===== src/rtl/clk_pd_pkg.sv =====
package clk_pd_pkg;
    typedef enum logic [1:0] {
        ST_OFF      = 2'd0,
        ST_LOCKWAIT = 2'd1,
        ST_ON       = 2'd2,
        ST_PDOWN    = 2'd3
    } seq_state_e;
endpackage


===== src/rtl/pd_sync2.sv =====
module pd_sync2 #(
    parameter logic RESET_VAL = 1'b1
) (
    input  logic clk,
    input  logic rst_n,
    input  logic async_i,
    output logic sync_o
);
    typedef struct packed {
        logic s1;
        logic s2;
    } sync_t;

    sync_t r_d, r_q;

    always_comb begin
        r_d.s1 = async_i;
        r_d.s2 = r_q.s1;
    end

    always_ff @(posedge clk or negedge rst_n) begin
        if (!rst_n) r_q <= '{s1: RESET_VAL, s2: RESET_VAL};
        else        r_q <= r_d;
    end

    assign sync_o = r_q.s2;
endmodule


===== src/rtl/pd_qualifier.sv =====
module pd_qualifier #(
    parameter int unsigned NEED_LOW = 2
) (
    input  logic clk,
    input  logic rst_n,
    input  logic req_n_s,
    output logic pd_active
);
    localparam int unsigned CW = $clog2(NEED_LOW + 1);

    logic [CW-1:0] cnt_d, cnt_q;

    always_comb begin
        cnt_d = cnt_q;
        if (req_n_s)                      cnt_d = '0;
        else if (cnt_q != CW'(NEED_LOW))  cnt_d = cnt_q + 1'b1;
    end

    always_ff @(posedge clk or negedge rst_n) begin
        if (!rst_n) cnt_q <= '0;
        else        cnt_q <= cnt_d;
    end

    assign pd_active = (cnt_q == CW'(NEED_LOW));

    assert_high_cancels_R2: assert property (@(posedge clk) disable iff (!rst_n)
        req_n_s |=> !pd_active);

    assert_qualified_after_low_R1: assert property (@(posedge clk) disable iff (!rst_n)
        pd_active |-> !$past(req_n_s));
endmodule


===== src/rtl/pd_seq_fsm.sv =====
module pd_seq_fsm
    import clk_pd_pkg::*;
#(
    parameter int unsigned LOCK_LIMIT  = 180000,
    parameter int unsigned DRIVE_LIMIT = 30000
) (
    input  logic clk,
    input  logic rst_n,
    input  logic pwr_good,
    input  logic ref_clk_ok,
    input  logic pll_lock,
    input  logic pd_active,
    output logic run_on,
    output logic lock_late,
    output logic drive_late
);
    localparam int unsigned MAX_LIMIT = (LOCK_LIMIT > DRIVE_LIMIT) ? LOCK_LIMIT : DRIVE_LIMIT;
    localparam int unsigned CNT_W     = $clog2(MAX_LIMIT + 1);

    typedef struct packed {
        seq_state_e       state;
        logic [CNT_W-1:0] timer;
        logic             from_pd;
        logic             lock_to;
        logic             drive_to;
    } fsm_t;

    fsm_t r_d, r_q;
    logic [CNT_W-1:0] limit_sel;
    logic [CNT_W-1:0] timer_inc;

    always_comb begin
        limit_sel = r_q.from_pd ? CNT_W'(DRIVE_LIMIT) : CNT_W'(LOCK_LIMIT);
        timer_inc = r_q.timer + 1'b1;
        r_d = r_q;
        if (!pwr_good) begin
            r_d.state = ST_OFF;
        end else if (pd_active) begin
            r_d.state = ST_PDOWN;
        end else begin
            case (r_q.state)
                ST_OFF: begin
                    if (ref_clk_ok) begin
                        r_d.state    = ST_LOCKWAIT;
                        r_d.timer    = '0;
                        r_d.from_pd  = 1'b0;
                        r_d.lock_to  = 1'b0;
                        r_d.drive_to = 1'b0;
                    end
                end
                ST_PDOWN: begin
                    if (ref_clk_ok) begin
                        r_d.state    = ST_LOCKWAIT;
                        r_d.timer    = '0;
                        r_d.from_pd  = 1'b1;
                        r_d.lock_to  = 1'b0;
                        r_d.drive_to = 1'b0;
                    end else begin
                        r_d.state = ST_OFF;
                    end
                end
                ST_LOCKWAIT: begin
                    if (!ref_clk_ok) begin
                        r_d.state = ST_OFF;
                    end else if (pll_lock) begin
                        r_d.state = ST_ON;
                    end else begin
                        if (r_q.timer != limit_sel) r_d.timer = timer_inc;
                        if (timer_inc == limit_sel) begin
                            if (r_q.from_pd) r_d.drive_to = 1'b1;
                            else             r_d.lock_to  = 1'b1;
                        end
                    end
                end
                default: r_d.state = r_q.state;
            endcase
        end
    end

    always_ff @(posedge clk or negedge rst_n) begin
        if (!rst_n) r_q <= '{state: ST_OFF, timer: '0, from_pd: 1'b0, lock_to: 1'b0, drive_to: 1'b0};
        else        r_q <= r_d;
    end

    assign run_on     = (r_q.state == ST_ON);
    assign lock_late  = r_q.lock_to;
    assign drive_late = r_q.drive_to;

    assert_no_enable_without_lock_R5: assert property (@(posedge clk) disable iff (!rst_n)
        (r_q.state == ST_LOCKWAIT && !pll_lock) |=> r_q.state != ST_ON);

    assert_lock_flag_in_wait_R6: assert property (@(posedge clk) disable iff (!rst_n)
        $rose(r_q.lock_to) |-> (r_q.state == ST_LOCKWAIT && !r_q.from_pd));

    assert_drive_flag_in_wait_R7: assert property (@(posedge clk) disable iff (!rst_n)
        $rose(r_q.drive_to) |-> (r_q.state == ST_LOCKWAIT && r_q.from_pd));
endmodule


===== src/rtl/pd_out_stage.sv =====
module pd_out_stage #(
    parameter int unsigned N_OUT = 4
) (
    input  logic             clk,
    input  logic             rst_n,
    input  logic             run_on,
    input  logic             pd_active,
    input  logic             pwr_good,
    output logic [N_OUT-1:0] oe_true,
    output logic [N_OUT-1:0] oe_comp
);
    logic             drive_d;
    logic [N_OUT-1:0] oe_q;

    always_comb drive_d = run_on && !pd_active && pwr_good;

    for (genvar g = 0; g < N_OUT; g++) begin : g_leg
        logic oe_d;
        always_comb oe_d = drive_d;
        always_ff @(negedge clk or negedge rst_n) begin
            if (!rst_n) oe_q[g] <= 1'b0;
            else        oe_q[g] <= oe_d;
        end
        assign oe_true[g] = oe_q[g];
        assign oe_comp[g] = oe_q[g];
    end

    assert_stop_on_fall_R3: assert property (@(negedge clk) disable iff (!rst_n)
        pd_active |=> (oe_q == '0));

    assert_pgood_low_tristate_R4: assert property (@(negedge clk) disable iff (!rst_n)
        !pwr_good |=> (oe_q == '0));

    assert_legs_uniform_R8: assert property (@(negedge clk) disable iff (!rst_n)
        (oe_q == '0) || (oe_q == '1));
endmodule


===== src/rtl/clk_pwrdn_seq.sv =====
module clk_pwrdn_seq #(
    parameter int unsigned N_OUT       = 4,
    parameter int unsigned LOCK_LIMIT  = 180000,
    parameter int unsigned DRIVE_LIMIT = 30000
) (
    input  logic             clk,
    input  logic             rst_n,
    input  logic             pwrdn_req_n,
    input  logic             pwr_good,
    input  logic             ref_clk_ok,
    input  logic             pll_lock,
    output logic [N_OUT-1:0] oe_true,
    output logic [N_OUT-1:0] oe_comp,
    output logic             lock_late,
    output logic             drive_late
);
    logic req_n_s;
    logic pd_active;
    logic run_on;

    pd_sync2 #(.RESET_VAL(1'b1)) u_sync (
        .clk     (clk),
        .rst_n   (rst_n),
        .async_i (pwrdn_req_n),
        .sync_o  (req_n_s)
    );

    pd_qualifier #(.NEED_LOW(2)) u_qual (
        .clk       (clk),
        .rst_n     (rst_n),
        .req_n_s   (req_n_s),
        .pd_active (pd_active)
    );

    pd_seq_fsm #(.LOCK_LIMIT(LOCK_LIMIT), .DRIVE_LIMIT(DRIVE_LIMIT)) u_fsm (
        .clk        (clk),
        .rst_n      (rst_n),
        .pwr_good   (pwr_good),
        .ref_clk_ok (ref_clk_ok),
        .pll_lock   (pll_lock),
        .pd_active  (pd_active),
        .run_on     (run_on),
        .lock_late  (lock_late),
        .drive_late (drive_late)
    );

    pd_out_stage #(.N_OUT(N_OUT)) u_out (
        .clk       (clk),
        .rst_n     (rst_n),
        .run_on    (run_on),
        .pd_active (pd_active),
        .pwr_good  (pwr_good),
        .oe_true   (oe_true),
        .oe_comp   (oe_comp)
    );
endmodule


===== config.mk =====
export PLATFORM = sky130hd
export DESIGN_NAME = clk_pwrdn_seq
export DESIGN_NICKNAME = d
export VERILOG_FILES = /design/src/rtl/clk_pd_pkg.sv /design/src/rtl/pd_sync2.sv /design/src/rtl/pd_qualifier.sv /design/src/rtl/pd_seq_fsm.sv /design/src/rtl/pd_out_stage.sv /design/src/rtl/clk_pwrdn_seq.sv
export SDC_FILE = /design/constraint.sdc
export NUM_CORES = 1
export LEC_CHECK = 0
export ABC_AREA = 0
export BUFFER_PORTS_ARGS = -buffer_cell sky130_fd_sc_hd__buf_2
export CAP_MARGIN = 20
export CORE_ASPECT_RATIO = 0.9
export CORE_UTILIZATION = 49
export DETAILED_ROUTE_END_ITERATION = 7
export PLACE_DENSITY = 0.67
export SKIP_CTS_REPAIR_TIMING = 1
export SLEW_MARGIN = 10
export SYNTH_ARGS = -nofsm -noshare
export SYNTH_HDL_FRONTEND = slang
export SYNTH_SLANG_ARGS = --single-unit

===== constraint.sdc =====
create_clock -name clk -period 2.69 [get_ports clk]
set_input_delay 0.269 -clock clk [delete_from_list [all_inputs] [get_ports clk]]
set_output_delay 0.269 -clock clk [all_outputs]
set_load 0.03 [all_outputs]

# Yosys cells after proc, flatten, opt, wreduce, memory -nomap -nowiden
# Cells that the tools add are included.
# W data, S select, Z words.
[op_classes]
addsub = 2
eq_ne = 18
mux = 22
n_bitwise = 1
reduce_logical = 12
[ops]
columns = ["cell", "n"]
rows = [
  ["$mux W18", 4],
  ["$pmux W18 S3", 1],
  ["$mux W23", 1],
  ["$mux W21", 1],
  ["$add A18 B1 Y18 const B", 1],
  ["$eq A18 B18 Y1", 1],
  ["$mux W2", 9],
  ["$ne A18 B18 Y1", 1],
  ["$reduce_and A9 Y1", 2],
  ["$ne A2 B2 Y1 const B", 6],
  ["$pmux W2 S3", 2],
  ["$reduce_and A8 Y1", 1],
  ["$eq A2 B2 Y1 const B", 3],
  ["$ne A2 B1 Y1 const B", 3],
  ["$ne A5 B1 Y1 const B", 1],
  ["$ne A5 B4 Y1 const B", 1],
  ["$reduce_and A5 Y1", 1],
  ["$ne A4 B3 Y1 const B", 1],
  ["$reduce_bool A2 Y1", 2],
  ["$mux W1", 3],
  ["$reduce_and A3 Y1", 1],
  ["$reduce_bool A3 Y1", 1],
  ["$add A2 B1 Y2 const B", 1],
  ["$eq A2 B1 Y1 const B", 1],
  ["5 further kinds", 6],
]
[word_totals]
reg_bits = 28
in_bits = 6
out_inout_bits = 10
word_cells = 64

# Logic depth before layout (Yosys ltp)
# Gate-level depths: netlist (run 1).
[logic_depth]
depth_word = 6
depth_mapped = 11
mapped_depth_nobuf = 8

# Cells and area by module
# Synthesis (run 1) repeated with hierarchy kept, for this count alone.
[hier_totals]
cells_unflattened = 225
area_unflattened_um2 = 1985.7
[by_module_without_submodules]
columns = ["mod", "instances", "cells_per_inst", "area_each_um2", "seq_area_each_um2"]
rows = [
  ["pd_seq_fsm", 1, 205, 1749.2, 575.6],
  ["pd_qualifier", 1, 9, 97.6, 50.0],
  ["pd_out_stage", 1, 9, 86.3, 25.0],
  ["pd_sync2", 1, 2, 52.6, 52.6],
]

==> results of run 1 <==
[synthesized netlist by cell type (3+ instances only)]
cell | instances | area (sq um)
nand2_1 | 36 | 135
dfrtp_1 | 25 | 626
o21ai_0 | 16 | 80.1
inv_1 | 9 | 33.8
nand3_1 | 9 | 45.0
ha_1 | 8 | 100
a22o_1 | 7 | 61.3
buf_4 | 7 | 52.6
clkbuf_1 | 7 | 26.3
nor2_1 | 7 | 26.3
or3_1 | 7 | 43.8
buf_2 | 6 | 30.0
nand2b_1 | 6 | 37.5
nand3b_1 | 5 | 37.5
nor3_1 | 5 | 25.0
or4_1 | 5 | 37.5
a21oi_1 | 4 | 20.0
nand4_1 | 4 | 25.0
o221ai_1 | 4 | 35.0
xor2_1 | 4 | 35.0
xnor2_1 | 3 | 26.3
[metrics by stage]
step | power, mW | TNS [ns] | std cells | util [%]
after floorplan | 1.08 | 0 | 221 | -
after global placement | 1.24 | 0 | 272 | 54.1
after detailed placement | 1.24 | 0 | 272 | 54.1
after CTS | 1.58 | 0 | 276 | 56.1
after global routing | 1.70 | -0.0788 | 276 | 56.1
final | 1.57 | 0 | 276 | 56.1
[flip-flops by register name, summed over array words and instances, names as in the netlist]
signal,count
u_out.oe_comp,1
u_sync.r_d,1
u_fsm.drive_late,1
u_qual.cnt_q,2
u_sync.sync_o,1
u_fsm.lock_late,1
u_fsm.r_q,21
[power by group through the flow]
stage | clock network [mW] | registers, mW | logic [mW]
2_1_floorplan | 0 | 0.583 | 0.498
3_3_place_gp | 0 | 0.627 | 0.610
3_5_place_dp | 0 | 0.631 | 0.613
4_1_cts | 0.344 | 0.622 | 0.617
5_1_grt | 0.359 | 0.641 | 0.699
6_report | 0.334 | 0.622 | 0.616
[worst max-delay path by stage]
stage                                      startpoint                          to  slack, ns
final                      u_out.oe_comp[2]$_DFF_NN0_                  oe_comp[1]       0.09
after global routing       u_out.oe_comp[2]$_DFF_NN0_                  oe_comp[0]      -0.01
after CTS                  u_out.oe_comp[2]$_DFF_NN0_                  oe_true[3]       0.07
after detailed placement  u_qual.cnt_q[0]$_DFFE_PN0P_  u_out.oe_comp[2]$_DFF_NN0_       0.23
after global placement    u_qual.cnt_q[0]$_DFFE_PN0P_  u_out.oe_comp[2]$_DFF_NN0_       0.27
after floorplan            u_out.oe_comp[2]$_DFF_NN0_                  oe_comp[1]       0.20
[cell type report]
type                    count  area (sq um)  share of cell area (%)
repair buffers             27           165                    7.95
clock inverters             1          30.0                    1.45
flip-flops and latches     28           703                    33.9
multi-input cells         162          1050                    50.4
inverters                   9          33.8                    1.63
clock buffers               3          41.3                    1.99
well taps                  46          57.6                    2.77
[layer usage]
layer	up-vias	track usage, %	wire (microns)	share of wire (%)
met2	26	29.6	1650	43
li1	798	-	-	-
met1	717	32.6	2040	53
met5	-	0	0	0
met3	0	4.44	148	3.9
met4	0	1.82	0	0
[logic make-up (layout without fill, tap and decap cells)]
family / Yosys count / in the layout / share of synthesized area, %
xor gates and xnor gates: 8 / 8 / 4.08
muxes: 2 / 2 / 1.19
and+or+nand+nor: 97 / 97 / 28.0
adders and majority gates: 8 / 8 / 5.27
buffers and inverters: 31 / 40 / 7.91
AOI/OAI and AO/OA: 47 / 47 / 16.5
DFF: 28 / 28 / 37.0
==> results.cfg, run 1 <==
[run_status]
outcome = completed

[power]
p_leak_nw = 0.893
combPwrFrac_pct = 39.2
p_switching_mw = 0.627
p_int_mw = 0.945
clockPowerShare_pct = 21.2
peakVddDrop_v = 0.000399
power.density_mw_per_mm2 = 757
power_frac_seq_pct = 39.6
swShare_pct = 39.9

[critical_path]
critPathBufInv = 1
critPathRequiredTime_ns = 2.42
cp-start-kind = flip-flop
r2r_end = u_fsm.drive_late$_DFFE_PN0P_
r2r_start = u_fsm.r_q[10]$_DFFE_PN0P_
worstSetupPathDepth = 1
worst-setup-path-type = flip-flop to primary output
cp_slowest_cell = dfrtn_1
slowest_delay_ns = 0.48
critical_path.top_delay_family = flip-flops
worstPathMaxFanout = 8
r2r_slack_ns = 0.23
path_cells = buf_2
crit_arrival_ns = 2.33
r2r_cells = 6
end_kind = primary output

[timing]
slew_viol_final = 0
fin_skew_ns = 0.00892
slew_headroom_pct = 67.7
rsz0062_at_grt = true
hold_ws_ns = 0.00372
setup_viol = 0
hold_viol = 0
tightest_slew_ns = 0.485
worst_slack_ns = 0.0880

[die]
rows = 21
die_h_microns = 61.1
dieArea_sq_mm = 0.00413
initial_core_util_pct = 51.3
coreArea_sq_mm = 0.00370
num_io_pins = 16
die_width_microns = 67.6

[clock_network]
clk_pin_slew_ns = 0.10
cts_buffers = 3
cts.sinks = 28
cts_htree_levels = 1
cts_tree = built
cts_root_buffer = clkbuf_8
insertion_delay_ns = 0.28
cts_buffer_depth = 2

[yosys]
async_flop_share_pct = 100
syn_area_per_cell_sq_um = 8.59
synth_edf_count = 0
synth_nets = 235
syn_area_sq_mm = 0.00190
yosysWarningCount = 0
yosysUniqueCellTypes = 49
yosys_register_bits = 28
yosysSeqAreaShare_pct = 37.0
synthCells = 221
synth_ff_type = dfrtp_1

[global_route]
grt_pass1_vias = 1286
grt_pass1_wl_microns = 6330
grt_overflow = 0
grt.total_usage_pct = 20.6
grt_antenna_before_repair = 0
grt_max_degree = 28

[job]
maxCapViolations = 0

[cells_and_area]
final_cell_mix = nand2_1, dfrtp_1, o21ai_0, buf_2, buf_4
areaGrowthSynthToFinish_pct = 9.35
fin_nets = 245
design_area_sq_mm = 0.00208
fill_cells = 335
final_common_cell = nand2_1
diodes = 0
layout-drive-gt1-share_pct = 17.4

[routing]
wl_per_cell_microns = 13.9
drc = 0
drt_iter0_markers = 110
ant_nets = 0
drt_wl_total_microns = 3840
vias_per_cell = 5.58
drtPass1Iterations = 4
vias = 1541

[placement]
gp_congestion = 0.914
portBuffers = 15
place_ws_ns = 0.232
dp_hpwl_microns = 2790
placed_area_sq_mm = 0.00201

[min_path]
hold_path.class = input port to async pin
No activity file was read; power rests on OpenSTA's default activity.
==> inputs of run 2 (changes only) <==
CELL_PAD_IN_SITES_DETAIL_PLACEMENT = 0   (was default)
CELL_PAD_IN_SITES_GLOBAL_PLACEMENT = 1   (was default)
CORE_UTILIZATION = 45   (was 49)
PLACE_DENSITY = 0.79   (was 0.67)
==> results.cfg, run 2 (synthesis results as in run 1) <==
[routing]
drtPass1Iterations = 6
drt_wl_total_microns = 4250
ant_nets = 0
vias = 1631
wl_per_cell_microns = 15.2
vias_per_cell = 5.85
drc = 6
drt_iter0_markers = 72

[run_status]
outcome = finished with violations
violations = design-rule violations

[die]
rows = 22
dieArea_sq_mm = 0.00448
coreArea_sq_mm = 0.00407
num_io_pins = 16
initial_core_util_pct = 46.6
die_width_microns = 70.5
die_h_microns = 63.6

[global_route]
grt_overflow = 0
grt_antenna_before_repair = 0
grt.total_usage_pct = 20.7
grt_max_degree = 28
grt_pass1_vias = 1613
grt_pass1_wl_microns = 7290

[cells_and_area]
largest_reg_flops = 21
fill_cells = 383
diodes = 0
final_common_cell = nand2_1
final_cell_mix = nand2_1, dfrtp_1, o21ai_0, buf_2, buf_4
largestRegisters = u_fsm.r_q x21, u_qual.cnt_q x2
areaGrowthSynthToFinish_pct = 8.50
layout-drive-gt1-share_pct = 17.3
fin_nets = 246
top_register = u_fsm.r_q

[critical_path]
end_kind = primary output
cp-start-kind = flip-flop
critPathRequiredTime_ns = 2.42
cp_slowest_cell = dfrtn_1
worst-setup-path-type = flip-flop to primary output
worstPathMaxFanout = 8
slowest_delay_ns = 0.48
crit_arrival_ns = 2.34
path_cells = buf_2
critPathBufInv = 1
critical_path.top_delay_family = flip-flops

[timing]
slew_viol_final = 0
slew_headroom_pct = 68.1
hold_ws_ns = 0.0128
rsz0062_at_grt = false
fin_tns_setup_ns = 0
setup_viol = 0
tightest_slew_ns = 0.475
fin_skew_ns = 0.00793
hold_viol = 0

[power]
power.density_mw_per_mm2 = 725
peakVddDrop_v = 0.000493
p_leak_nw = 0.883

[placement]
gp_congestion = 0.825
dp_hpwl_microns = 3120
portBuffers = 15

[clock_network]
cts_tree = built
cts_htree_levels = 1
cts_buffer_depth = 2
cts_root_buffer = clkbuf_8
cts.sinks = 28
clk_pin_slew_ns = 0.09
insertion_delay_ns = 0.28
cts_buffers = 3

[min_path]
hold_path.class = input port to async pin

[job]
maxCapViolations = 0
[run 2: worst paths after layout]
path	startpoint	end	slack (ns)	cells past startpoint
max	u_out.oe_comp[2]$_DFF_NN0_	oe_comp[3]	0.08	1
max reg2reg	u_fsm.r_q[10]$_DFFE_PN0P_	u_fsm.drive_late$_DFFE_PN0P_	0.19	6
min	rst_n	u_fsm.r_q[22]$_DFFE_PN0P_	0.01	2
min reg2reg	u_sync.r_d[0]$_DFF_PN1_	u_sync.sync_o$_DFF_PN1_	0.36	0
min in group clk	pwrdn_req_n	u_sync.r_d[0]$_DFF_PN1_	0.08	1
max in group asynchronous	rst_n	u_out.oe_comp[2]$_DFF_NN0_	1.57	1
[run 2: stage by stage]
stage	setup WS, ns	area, sq um	util [%]	total power, mW	instances
final	0.0842	2060	50.6	1.49	279
after global routing	0.0230	2060	50.6	1.62	279
after CTS	0.0730	2060	50.6	1.51	279
after detailed placement	0.219	2020	49.5	1.26	275
after global placement	0.287	2020	49.5	1.24	275
after floorplan	0.198	1900	-	1.08	221
[run 2: where the power goes]
group          switching [mW]  internal [mW]
clock                   0.131          0.106
combinational           0.384          0.246
sequential              0.120          0.506
[run 2: metal layers]
metal  share of wire [%]  up-vias  global-route usage (%)
met5                   0        -                       0
met4                0.80        0                    4.85
met3                 3.2        4                    4.00
met2                  49       30                    36.7
met1                  47      796                    25.9
li1                    -      801                       -
[run 2: final cells by class]
class	instances	area (sq um)	share of cell area (%)
inverter	9	33.8	1.64
tap	48	60.1	2.91
sequential	28	703	34.1
multi-input combinational	162	1050	50.8
timing repair buffer	28	173	8.38
clock buffer	4	45.0	2.19
